[src/rtl/lcd_dot_timer.sv]
module lcd_dot_timer #(
  parameter int DOTS_PER_LINE = 456,
  parameter int LINE_COUNT    = 154,
  parameter int VBLANK_LINE   = 144,
  parameter int SCAN_DOTS     = 80,
  parameter int XFER_DOTS     = 172,
  parameter int START_DOT     = 4,
  parameter int LINE_W        = 8,
  parameter int DOT_W         = 9
) (
  input  logic              clk,
  input  logic              rst_n,
  input  logic              lcd_on,
  input  logic              dot_en,
  input  logic              ready_clr,
  input  logic [LINE_W-1:0] lyc,
  output logic [LINE_W-1:0] line_idx,
  output logic [DOT_W-1:0]  dot_idx,
  output logic [1:0]        mode,
  output logic              first_line,
  output logic              frame_ready,
  output logic              ev_mode_chg,
  output logic              ev_render,
  output logic              ev_vblank,
  output logic              ev_frame,
  output logic              ly_match
);
  localparam int XFER_END = SCAN_DOTS + XFER_DOTS;
  localparam logic [1:0] M_HBL = 2'd0, M_VBL = 2'd1, M_SCAN = 2'd2, M_XFER = 2'd3;

  logic              armed;
  logic [DOT_W-1:0]  dot_inc, nxt_dot;
  logic [LINE_W-1:0] nxt_line;
  logic              dot_wrap, last_line, frame_wrap, tick;
  logic [1:0]        nxt_mode;

  assign tick       = lcd_on && armed && dot_en;
  assign dot_inc    = dot_idx + 1'b1;
  assign dot_wrap   = dot_inc == DOT_W'(DOTS_PER_LINE);
  assign last_line  = line_idx == LINE_W'(LINE_COUNT - 1);
  assign frame_wrap = dot_wrap && last_line;
  assign nxt_dot    = dot_wrap ? '0 : dot_inc;
  assign nxt_line   = !dot_wrap ? line_idx : (last_line ? '0 : line_idx + 1'b1);

  always_comb begin
    if (nxt_line >= LINE_W'(VBLANK_LINE))       nxt_mode = M_VBL;
    else if (nxt_dot < DOT_W'(SCAN_DOTS))       nxt_mode = (first_line && nxt_line == '0) ? M_HBL : M_SCAN;
    else if (nxt_dot < DOT_W'(XFER_END))        nxt_mode = M_XFER;
    else                                        nxt_mode = M_HBL;
  end

  always_ff @(posedge clk) begin
    if (!rst_n) begin
      armed       <= 1'b0;
      dot_idx     <= '0;
      line_idx    <= '0;
      mode        <= M_HBL;
      first_line  <= 1'b0;
      frame_ready <= 1'b0;
      ev_mode_chg <= 1'b0;
      ev_render   <= 1'b0;
      ev_vblank   <= 1'b0;
      ev_frame    <= 1'b0;
      ly_match    <= 1'b0;
    end else begin
      ly_match    <= line_idx == lyc;
      ev_mode_chg <= 1'b0;
      ev_render   <= 1'b0;
      ev_vblank   <= 1'b0;
      ev_frame    <= 1'b0;
      if (!lcd_on) begin
        armed      <= 1'b0;
        dot_idx    <= '0;
        line_idx   <= '0;
        mode       <= M_HBL;
        first_line <= 1'b0;
      end else if (!armed) begin
        armed      <= 1'b1;
        dot_idx    <= DOT_W'(START_DOT);
        line_idx   <= '0;
        mode       <= M_HBL;
        first_line <= 1'b1;
      end else if (dot_en) begin
        dot_idx     <= nxt_dot;
        line_idx    <= nxt_line;
        mode        <= nxt_mode;
        ev_mode_chg <= nxt_mode != mode;
        ev_render   <= nxt_mode != mode && nxt_mode == M_HBL;
        ev_vblank   <= nxt_mode != mode && nxt_mode == M_VBL;
        ev_frame    <= frame_wrap;
        if (nxt_line != '0) first_line <= 1'b0;
      end
      if (tick && frame_wrap) frame_ready <= 1'b1;
      else if (ready_clr)     frame_ready <= 1'b0;
    end
  end

  AST_IDLE_ON_OFF: assert property (@(posedge clk) disable iff (!rst_n)
    !lcd_on |=> (dot_idx == '0 && line_idx == '0 && !first_line && !ev_mode_chg));
  AST_PRESET_LOAD: assert property (@(posedge clk) disable iff (!rst_n)
    (lcd_on && !armed) |=> (dot_idx == DOT_W'(START_DOT) && first_line && mode == M_HBL));
  AST_POS_RANGE: assert property (@(posedge clk) disable iff (!rst_n)
    dot_idx < DOT_W'(DOTS_PER_LINE) && line_idx < LINE_W'(LINE_COUNT));
  AST_HOLD_NO_TICK: assert property (@(posedge clk) disable iff (!rst_n)
    (lcd_on && armed && !dot_en) |=> ($stable(dot_idx) && $stable(line_idx) && $stable(mode) && !ev_mode_chg));
  AST_VBL_LINES: assert property (@(posedge clk) disable iff (!rst_n)
    line_idx >= LINE_W'(VBLANK_LINE) |-> mode == M_VBL);
  AST_FIRST_LINE0: assert property (@(posedge clk) disable iff (!rst_n)
    first_line |-> (line_idx == '0 && mode != M_SCAN));
  AST_RENDER_HBL: assert property (@(posedge clk) disable iff (!rst_n)
    (ev_render || ev_vblank) |-> (ev_mode_chg && (ev_render ? mode == M_HBL : mode == M_VBL)));
  AST_FRAME_WRAP: assert property (@(posedge clk) disable iff (!rst_n)
    ev_frame |-> (line_idx == '0 && dot_idx == '0 && frame_ready));
endmodule

[config.mk]
export PLATFORM = sky130hd
export DESIGN_NAME = lcd_dot_timer
export DESIGN_NICKNAME = d
export VERILOG_FILES = /design/src/rtl/lcd_dot_timer.sv
export SDC_FILE = /design/constraint.sdc
export NUM_CORES = 1
export LEC_CHECK = 0
export BUFFER_PORTS_ARGS = -buffer_cell sky130_fd_sc_hd__buf_2
export CAP_MARGIN = 15
export CORE_ASPECT_RATIO = 2
export CORE_MARGIN = 8
export CORE_UTILIZATION = 60
export CTS_BUF_LIST = sky130_fd_sc_hd__clkbuf_8
export DETAILED_ROUTE_END_ITERATION = 8
export GPL_TIMING_DRIVEN = 0
export PLACE_DENSITY = 0.87
export RECOVER_POWER = 100
export SETUP_SLACK_MARGIN = 0.2
export SLEW_MARGIN = 20
export SYNTH_ARGS = -nofsm -noshare
export SYNTH_HDL_FRONTEND = slang
export SYNTH_SLANG_ARGS = --single-unit
[constraint.sdc]
create_clock -name clk -period 5.61 [get_ports clk]
set_clock_uncertainty 0.15 [all_clocks]
set_input_delay 0.8415 -clock clk [delete_from_list [all_inputs] [get_ports clk]]
set_output_delay 0.8415 -clock clk [all_outputs]
set_load 0.05 [all_outputs]
### After elaboration in Yosys (flattened, before gate mapping)

Cells that the tools add are included.

| word-level totals | value |
|---|---|
| input bits | 13 |
| bits in registers | 27 |
| word-level logic and storage cells | 54 |
| output and inout port bits | 26 |

| operators by class | value |
|---|---|
| add/subtract/negate cells | 2 |
| equal/unequal tests | 7 |
| mux-type cells | 15 |
| $lt $le $gt $ge | 3 |
| reductions and logical operators | 15 |

Operators with widths:

| cell | number |
|---|---|
| 8-bit 2-to-1 mux | 2 |
| 9-bit by 1-bit adder with 9-bit output (second input constant) | 1 |
| 9-bit == test (second input constant) | 1 |
| 9-bit by 7-bit < comparator with 1-bit output (second input constant) | 1 |
| 9-bit by 8-bit < comparator with 1-bit output (second input constant) | 1 |
| 9-bit 2-to-1 mux | 1 |
| 8-bit by 1-bit adder with 8-bit output (second input constant) | 1 |
| 8-bit == test | 1 |
| 8-bit == test (second input constant) | 1 |
| 8-bit >= comparator (second input constant) | 1 |
| 8-bit zero test | 1 |
| 2-bit 2-to-1 mux | 4 |
| 8-bit nonzero test | 1 |
| 1-bit logical AND | 7 |
| 1-bit 2-to-1 mux | 6 |
| 3-bit 2-to-1 mux | 2 |
| 2-bit AND reduction | 2 |
| 4-bit AND reduction | 1 |
| 3-bit AND reduction | 1 |
| 2-bit by 1-bit == test with 1-bit output (second input constant) | 1 |
| 2-bit zero test | 1 |
| 2-bit by 1-bit != test with 1-bit output (second input constant) | 1 |
| 2-bit != test | 1 |
| 2-bit != test (second input constant) | 1 |
| 2-bit nonzero test | 1 |

### Logic depth before layout (Yosys ltp)

Gate-level depths: netlist (run 1).

| depth | value |
|---|---|
| word-level depth | 10 |
| mapped depth | 10 |
| mapped depth without buffers | 9 |

### Least setup slack after synthesis (run 1)

Ideal clock, no wire load.

| path | value |
|---|---|
| path type | register -> register |
| from | reg dot_idx[0] |
| to | reg ev_mode_chg |
| clock period less this slack | 2,851 ps |
| cell stages (with the launch flop) | 10 |
| setup slack | 2,759 ps |
| arrival time | 2,580 ps |
| library setup time | 122 ps |
| buffers on the path | 1 |
| required time | 5,338 ps |
| path through | dfxtp_1 > ha_1 > buf_4 > and3_1 > nor3b_1 > xnor2_1 > a41oi_2 > a31oi_2 > xor2_1 > o311a_1 |

| on the way | value |
|---|---|
| cells in the longest elaborated chain, start to end | 9 |
| elaborated cells between the ends (all ways) | 14 |
| those cells by class | 1 x add/sub; 3 x order compare; 2 x eq/ne; 6 x mux; 2 x reduce/logical |

Ends and longest elaborated chain:

| item | RTL line | source |
|---|---|---|
| start, declared | 18 | `output logic [DOT_W-1:0] dot_idx,` |
| start signal, assigned | 79 | `dot_idx <= DOT_W'(START_DOT);` |
| start signal, assigned | 84 | `dot_idx <= nxt_dot;` |
| 9-bit by 1-bit adder with 9-bit output (*) | 38 | `assign dot_inc = dot_idx + 1'b1;` |
| branches (longest 6 deep; another with 9-bit by 8-bit < comparator with 1-bit output) | -- |  |
| 2-bit 2-to-1 mux (*) | 46 | `if (nxt_line >= LINE_W'(VBLANK_LINE)) nxt_mode = M_VBL;` |
| 2-bit != test (*) | 87 | `ev_mode_chg <= nxt_mode != mode;` |
| end signal, assigned | 87 |  |
| end, declared | 22 | `output logic ev_mode_chg,` |

Mark *: on every way between the ends.
A chain may end at the register's enable or synchronous reset.

### Worst setup path in the final report (run 1)

Ends and elaborated chain as after synthesis.

==> flow_metrics.tcl, run 1 <==
set metrics [dict create \
    finalPower_uw 327 \
    startpoint_type "register" \
    ir_drop_uv 148 \
    path_max_fanout 10 \
    drt-wirelength-per-cell_um 16.3 \
    comb_power_share 0.072 \
    crit_chain "ha_1, clkbuf_1, and4_1, a21oi_1, a211oi_1, a41oi_2, a31oi_1, xor2_1, o311a_1" \
    multi_input_area_sq_mm 0.00108 \
    power_frac_clock 0.332 \
    place_congestion 0.911 \
    r2r-start "dot_idx[0]" \
    period_share 0.543 \
    initial_core_util 0.627 \
    post_cts_resized 0 \
    fp.coreArea_sq_mm 0.00277 \
    synth_cell_types 59 \
    rsz0062_at_grt "no" \
    synth_area_leaders "dfxtp_1 31%, xor2_1 6.0%, a21oi_1 4.6%" \
    regArea_sq_um 541 \
    worstPathRequired_ps 5630 \
    met3_usage 0.0227 \
    ys_warn_count 0 \
    syn_to_final_growth_pct 12.7 \
    overflow 0 \
    drive_gt1_frac 0.143 \
    p_leak_uw 0.000762 \
    r2r-end "ev_mode_chg" \
    grtUsageMet2 0.370 \
    slowest_stage "dfxtp_1" \
    ant_nets 0 \
    clk_path_buf_depth 2 \
    ioPinCount 39 \
    switching_share 0.233 \
    die_h_um 92.1 \
    antenna_found_initial 0 \
    fin_tns_setup_ps 0 \
    cp_slowest_stage_delay_ps 490 \
    cp.arrival_ps 3070 \
    r2r_cells 9 \
    htree_num_levels 1 \
    clkSinkCount 27 \
    grt_pass1_vias 1805 \
    cts_setup_buffers 0 \
    dr.first_iter.drc_count 33 \
    syn_area_sq_mm 0.00174 \
    hold_buffers 0 \
    num_rows 27 \
    finalHoldViolCount 0 \
    synth_nets 226 \
    syn_inst 210 \
    grt-busiest-layer "met2" \
    insertion_delay_ps 270 \
    power_density_mw_per_mm2 167 \
    dp_cells 277 \
    fin_nets 269 \
    synth.avg_cell_area_sq_um 8.28 \
    intPower_uw 251 \
    setup_viol 0 \
    cap_violations 0 \
    numCtsBuffers 3 \
    antenna_cells 0 \
    die-area_sq_mm 0.00498 \
    nFillCells 253 \
    holdPathStages 2 \
    seqPwrFrac 0.596 \
    path_delay_family "compound AO/OA/AOI/OAI gates" \
    drc_errors 0 \
    drt-total-wl_mm 4.57 \
    cts_tree "yes" \
    async_flop_share 0 \
    synth-edff-count 0 \
    hp-class "reg -> reg" \
    min_from "frame_ready" \
    synth_top_area_share 0.311 \
    grt_pass1_wl_mm 7.46 \
    grt_max_degree 15 \
    relSlewSlack 0.585 \
    status "finished clean" \
    tightest_slew_ps 626 \
    synth_seq_cells 27 \
    clkTransAtPathRegs_ps 90 \
    critPathBufInv 1 \
    p_sw_uw 76.3 \
    ff2ff_setup_slack_ps 2560 \
    max_freq_mhz 328 \
    io_buffers 38 \
    via_per_inst 6.31 \
    fin_crit_ps 3050 \
    end_kind "register" \
    drv_slew 0 \
    ys_seq_area_frac 0.311 \
    dp_hpwl_mm 3.61 \
    hold_end "frame_ready" \
    crit_type "reg -> reg" \
    vias 1774 \
    synth_area_leader_cell "dfxtp_1" \
    final_cells 281 \
    met1_usage 0.158 \
    synthFlopType "dfxtp_1" \
    ctsRootBufferMaster "clkbuf_8" \
    fp.dieW_um 54.1 \
    drt-pass1-iter-count 4 \
    grt_use_total 0.188 \
]
## final cells by class
type	instances	area share
Tap cell	29	0.0185
Sequential cell	27	0.276
Clock buffer	3	0.0211
Clock inverter	1	0.00192
Multi-Input combinational cell	163	0.553
Inverter	5	0.00958
Buffer	15	0.0402
Timing Repair Buffer	38	0.0798
## cell usage in the layout, fill, tap and decap left out, types with 2 or more instances in the layout
| cell | instances |
|---|---|
| clkbuf_1 | 32 |
| nand2_1 | 16 |
| nor3_1 | 11 |
| a311oi_1 | 4 |
| nor2b_1 | 2 |
| or4_1 | 2 |
| nor4_1 | 3 |
| xnor2_1 | 4 |
| or3_1 | 3 |
| nand3b_1 | 3 |
| buf_2 | 17 |
| buf_4 | 4 |
| a31oi_1 | 6 |
| nand2_2 | 2 |
| dfxtp_1 | 27 |
| a211oi_1 | 3 |
| inv_1 | 6 |
| a21oi_1 | 16 |
| clkbuf_8 | 3 |
| xor2_1 | 12 |
| ha_1 | 3 |
| and4_1 | 2 |
| o21ai_0 | 8 |
| and2_1 | 2 |
| and3_1 | 5 |
| nor2_1 | 16 |
| nand4_1 | 3 |
| nor3b_1 | 2 |
| nand4b_1 | 2 |
| nand3_1 | 6 |
## how the worst max path moves through the flow
stage / startpoint / endpoint / slack (ps) / cells after the start
6_report: dot_idx[0] / ev_mode_chg / 2560 / 9
5_1_grt: dot_idx[0] / line_idx[5] / 2350 / 10
4_1_cts: dot_idx[0] / ev_mode_chg / 2860 / 9
3_5_place_dp: dot_idx[0] / ev_mode_chg / 2870 / 9
3_3_place_gp: dot_idx[0] / ev_mode_chg / 2880 / 9
2_1_floorplan: dot_idx[0] / ev_mode_chg / 2760 / 9
## cell usage after synthesis (all sizes together) (5+ instances only)
library cell  instances
buf                  12
o21ai                 8
dfxtp                27
nor2                 16
nor3                 11
xor2                 12
nand2                18
nand3                 7
and3                  6
inv                   5
a31oi                 6
a21oi                16
## power by group through the flow
stage	sequential, uW	clock [uW]	combinational (uW)
2_1_floorplan	203	0	10.8
3_3_place_gp	199	0	23.5
3_5_place_dp	199	0	24.0
4_1_cts	195	109	24.2
5_1_grt	195	114	25.3
6_report	195	109	23.5
## flip-flops by register name (all words and copies together) (netlist names)
register and cells:
ev_frame 1, ev_render 1, ev_mode_chg 1, mode 2, armed 1, first_line 1
ly_match 1, line_idx 8, frame_ready 1, ev_vblank 1, dot_idx 9
## logic make-up after synthesis
kind of cell	synth area share
AOI/OAI and AO/OA	0.222
xor gates and xnor gates	0.0806
adders and majority gates	0.0216
buffers and inverters	0.0605
DFF	0.311
muxes	0.0122
and+or+nand+nor	0.292
## routing by layer
metal	part of all wire	vias to the layer above
li1	-	854
met1	0.35	856
met2	0.57	47
met3	0.037	17
met4	0.040	0
met5	0	-
## worst register-to-register path, cell delays in order (launching register included)
cell      delay, ps
dfxtp_1         490
ha_1            190
clkbuf_1        290
and4_1          320
a21oi_1         100
a211oi_1        470
a41oi_2         180
a31oi_1         310
xor2_1          110
o311a_1         330
## stage by stage
| step | hold slack, ps | cell area [sq um] | utilization | worst slack, ps |
|---|---|---|---|---|
| after floorplan | 297 | 1740 | - | 2760 |
| after global placement | 288 | 1960 | 0.709 | 2880 |
| after detailed placement | 292 | 1960 | 0.709 | 2870 |
| after CTS | 304 | 2010 | 0.725 | 2860 |
| after global routing | 351 | 1960 | 0.707 | 2350 |
| final | 304 | 1960 | 0.707 | 2560 |
(Power assumes the default switching activity.)
==> inputs of run 2 (changes only) <==
- CORE_UTILIZATION: 60 -> 50
- PLACE_DENSITY: 0.87 -> 0.78
- clock period: 5.61 -> 2.75 ns (I/O delays scaled with it)
==> flow_metrics.tcl, run 2 (synthesized netlist as in run 1, its figures left out) <==
set metrics [dict create \
    fp.dieW_um 57.7 \
    end_kind "register" \
    grt_pass1_vias 1715 \
    dr.first_iter.drc_count 75 \
    clkSinkCount 27 \
    overflow 0 \
    vias 1788 \
    r2r-end "ev_mode_chg" \
    pre_cts_slack_ps 36.0 \
    fin_tns_setup_ps 0 \
    worstPathRequired_ps 2760 \
    fin_nets 274 \
    fin_util 0.613 \
    hp-class "in -> reg" \
    power_density_mw_per_mm2 322 \
    antenna_cells 0 \
    status "finished clean" \
    htree_num_levels 1 \
    finalHoldViolCount 0 \
    ff2ff_setup_slack_ps 270 \
    grt_use_total 0.159 \
    crit_type "reg -> reg" \
    finalPower_uw 667 \
    r2r-start "dot_idx[0]" \
    layout_commonest_cell "clkbuf_1" \
    drv_slew 0 \
    grt_max_degree 15 \
    largest_register_ffs 9 \
    setup_ws_ps 272 \
    clk_path_buf_depth 2 \
    hold_end "frame_ready" \
    cap_violations 0 \
    setup_viol 0 \
    via_per_inst 6.19 \
    relSlewSlack 0.586 \
    clkTransAtPathRegs_ps 90 \
    numCtsBuffers 3 \
    drt-total-wl_mm 4.77 \
    drc_errors 0 \
    drive_gt1_frac 0.218 \
    p_leak_uw 0.000795 \
    die_h_um 99.4 \
    tightest_slew_ps 624 \
    die-area_sq_mm 0.00573 \
    ant_nets 0 \
    ir_drop_uv 286 \
    top_register "dot_idx" \
    holdPathStages 2 \
    ioPinCount 39 \
    fp.coreArea_sq_mm 0.00338 \
    dp_hpwl_mm 3.62 \
    finish.instance_area_sq_mm 0.00207 \
    insertion_delay_ps 270 \
    hold_buffers 0 \
    placed_area_sq_mm 0.00199 \
    drt-pass1-iter-count 4 \
    startpoint_type "register" \
    max_freq_mhz 404 \
    io_buffers 38 \
    syn_to_final_growth_pct 19.1 \
    period_share 0.901 \
    fin_crit_ps 2480 \
    drt-wirelength-per-cell_um 16.5 \
    min_from "ready_clr" \
    ctsRootBufferMaster "clkbuf_8" \
    cts_tree "yes" \
    rsz0062_at_grt "no" \
    grt_pass1_wl_mm 7.41 \
    cp.arrival_ps 2490 \
    r2r_cells 8 \
    antenna_found_initial 0 \
    place_congestion 0.864 \
    top_regs "dot_idx: 9 flops, line_idx: 8 flops, mode: 2 flops" \
    initial_core_util 0.514 \
    path_max_fanout 5 \
    num_rows 30 \
]
-- run 2: cell count changes in the layout (fill, tap and decap cells not counted), moves of 2 or more --
cell	change
a31oi_1	-2
buf_4	+3
dfxtp_1	-11
dfxtp_2	+10
-- run 2: through the flow --
| step | cells | hold slack, ps |
|---|---|---|
| global placement | 280 | 286 |
| detailed placement | 280 | 294 |
| global route | 289 | 191 |
| finish | 289 | 169 |
| floorplan | 210 | 294 |
| CTS | 284 | 169 |
-- run 2: repair_timing --
item | CTS | global route
endpoints found under the setup margin | 1 | 1
pin swaps | 0 | 5
buffers inserted | 0 | 5
gates resized for setup | 3 | 6
hold endpoints to repair | 0 | 0
-- run 2: worst max path at each step --
stage | from | endpoint | slack, ps | cells past startpoint
after floorplan | dot_idx[6] | ev_mode_chg | 220 | 7
after global placement | dot_idx[0] | ev_mode_chg | 60 | 9
after detailed placement | dot_idx[0] | ev_mode_chg | 40 | 9
after CTS | dot_idx[0] | ev_mode_chg | 200 | 9
after global routing | line_idx[1] | ev_mode_chg | 160 | 8
final | dot_idx[0] | ev_mode_chg | 270 | 8
-- run 2: report_power, final --
group          switching, uW  internal (uW)
Clock                    119            100
Sequential              3.53            393
Combinational           32.3           18.9
Total                    155            512
-- run 2: cell type report --
cell class / instances / area [sq um]
sequential: 27 / 557
clock inverter: 1 / 3.75
clock buffer: 3 / 41.3
timing repair buffer: 43 / 183
fill: 333 / 1310
multi-input combinational: 163 / 1130
inverter: 5 / 18.8
buffer: 15 / 92.6
tap: 32 / 40.0
-- run 2: critical path: stages, from the launching register on --
cell	delay (ps)
dfxtp_1	390
clkbuf_1	220
nand3_1	170
or4_1	470
and2_1	270
a211oi_1	300
and3_1	200
mux2i_1	70
o311a_1	130
-- run 2: metal layers --
layer	global-route usage	routed length [um]
met3	0.0233	220
met2	0.318	2720
met4	0.0894	174
met5	0	0
met1	0.140	1650
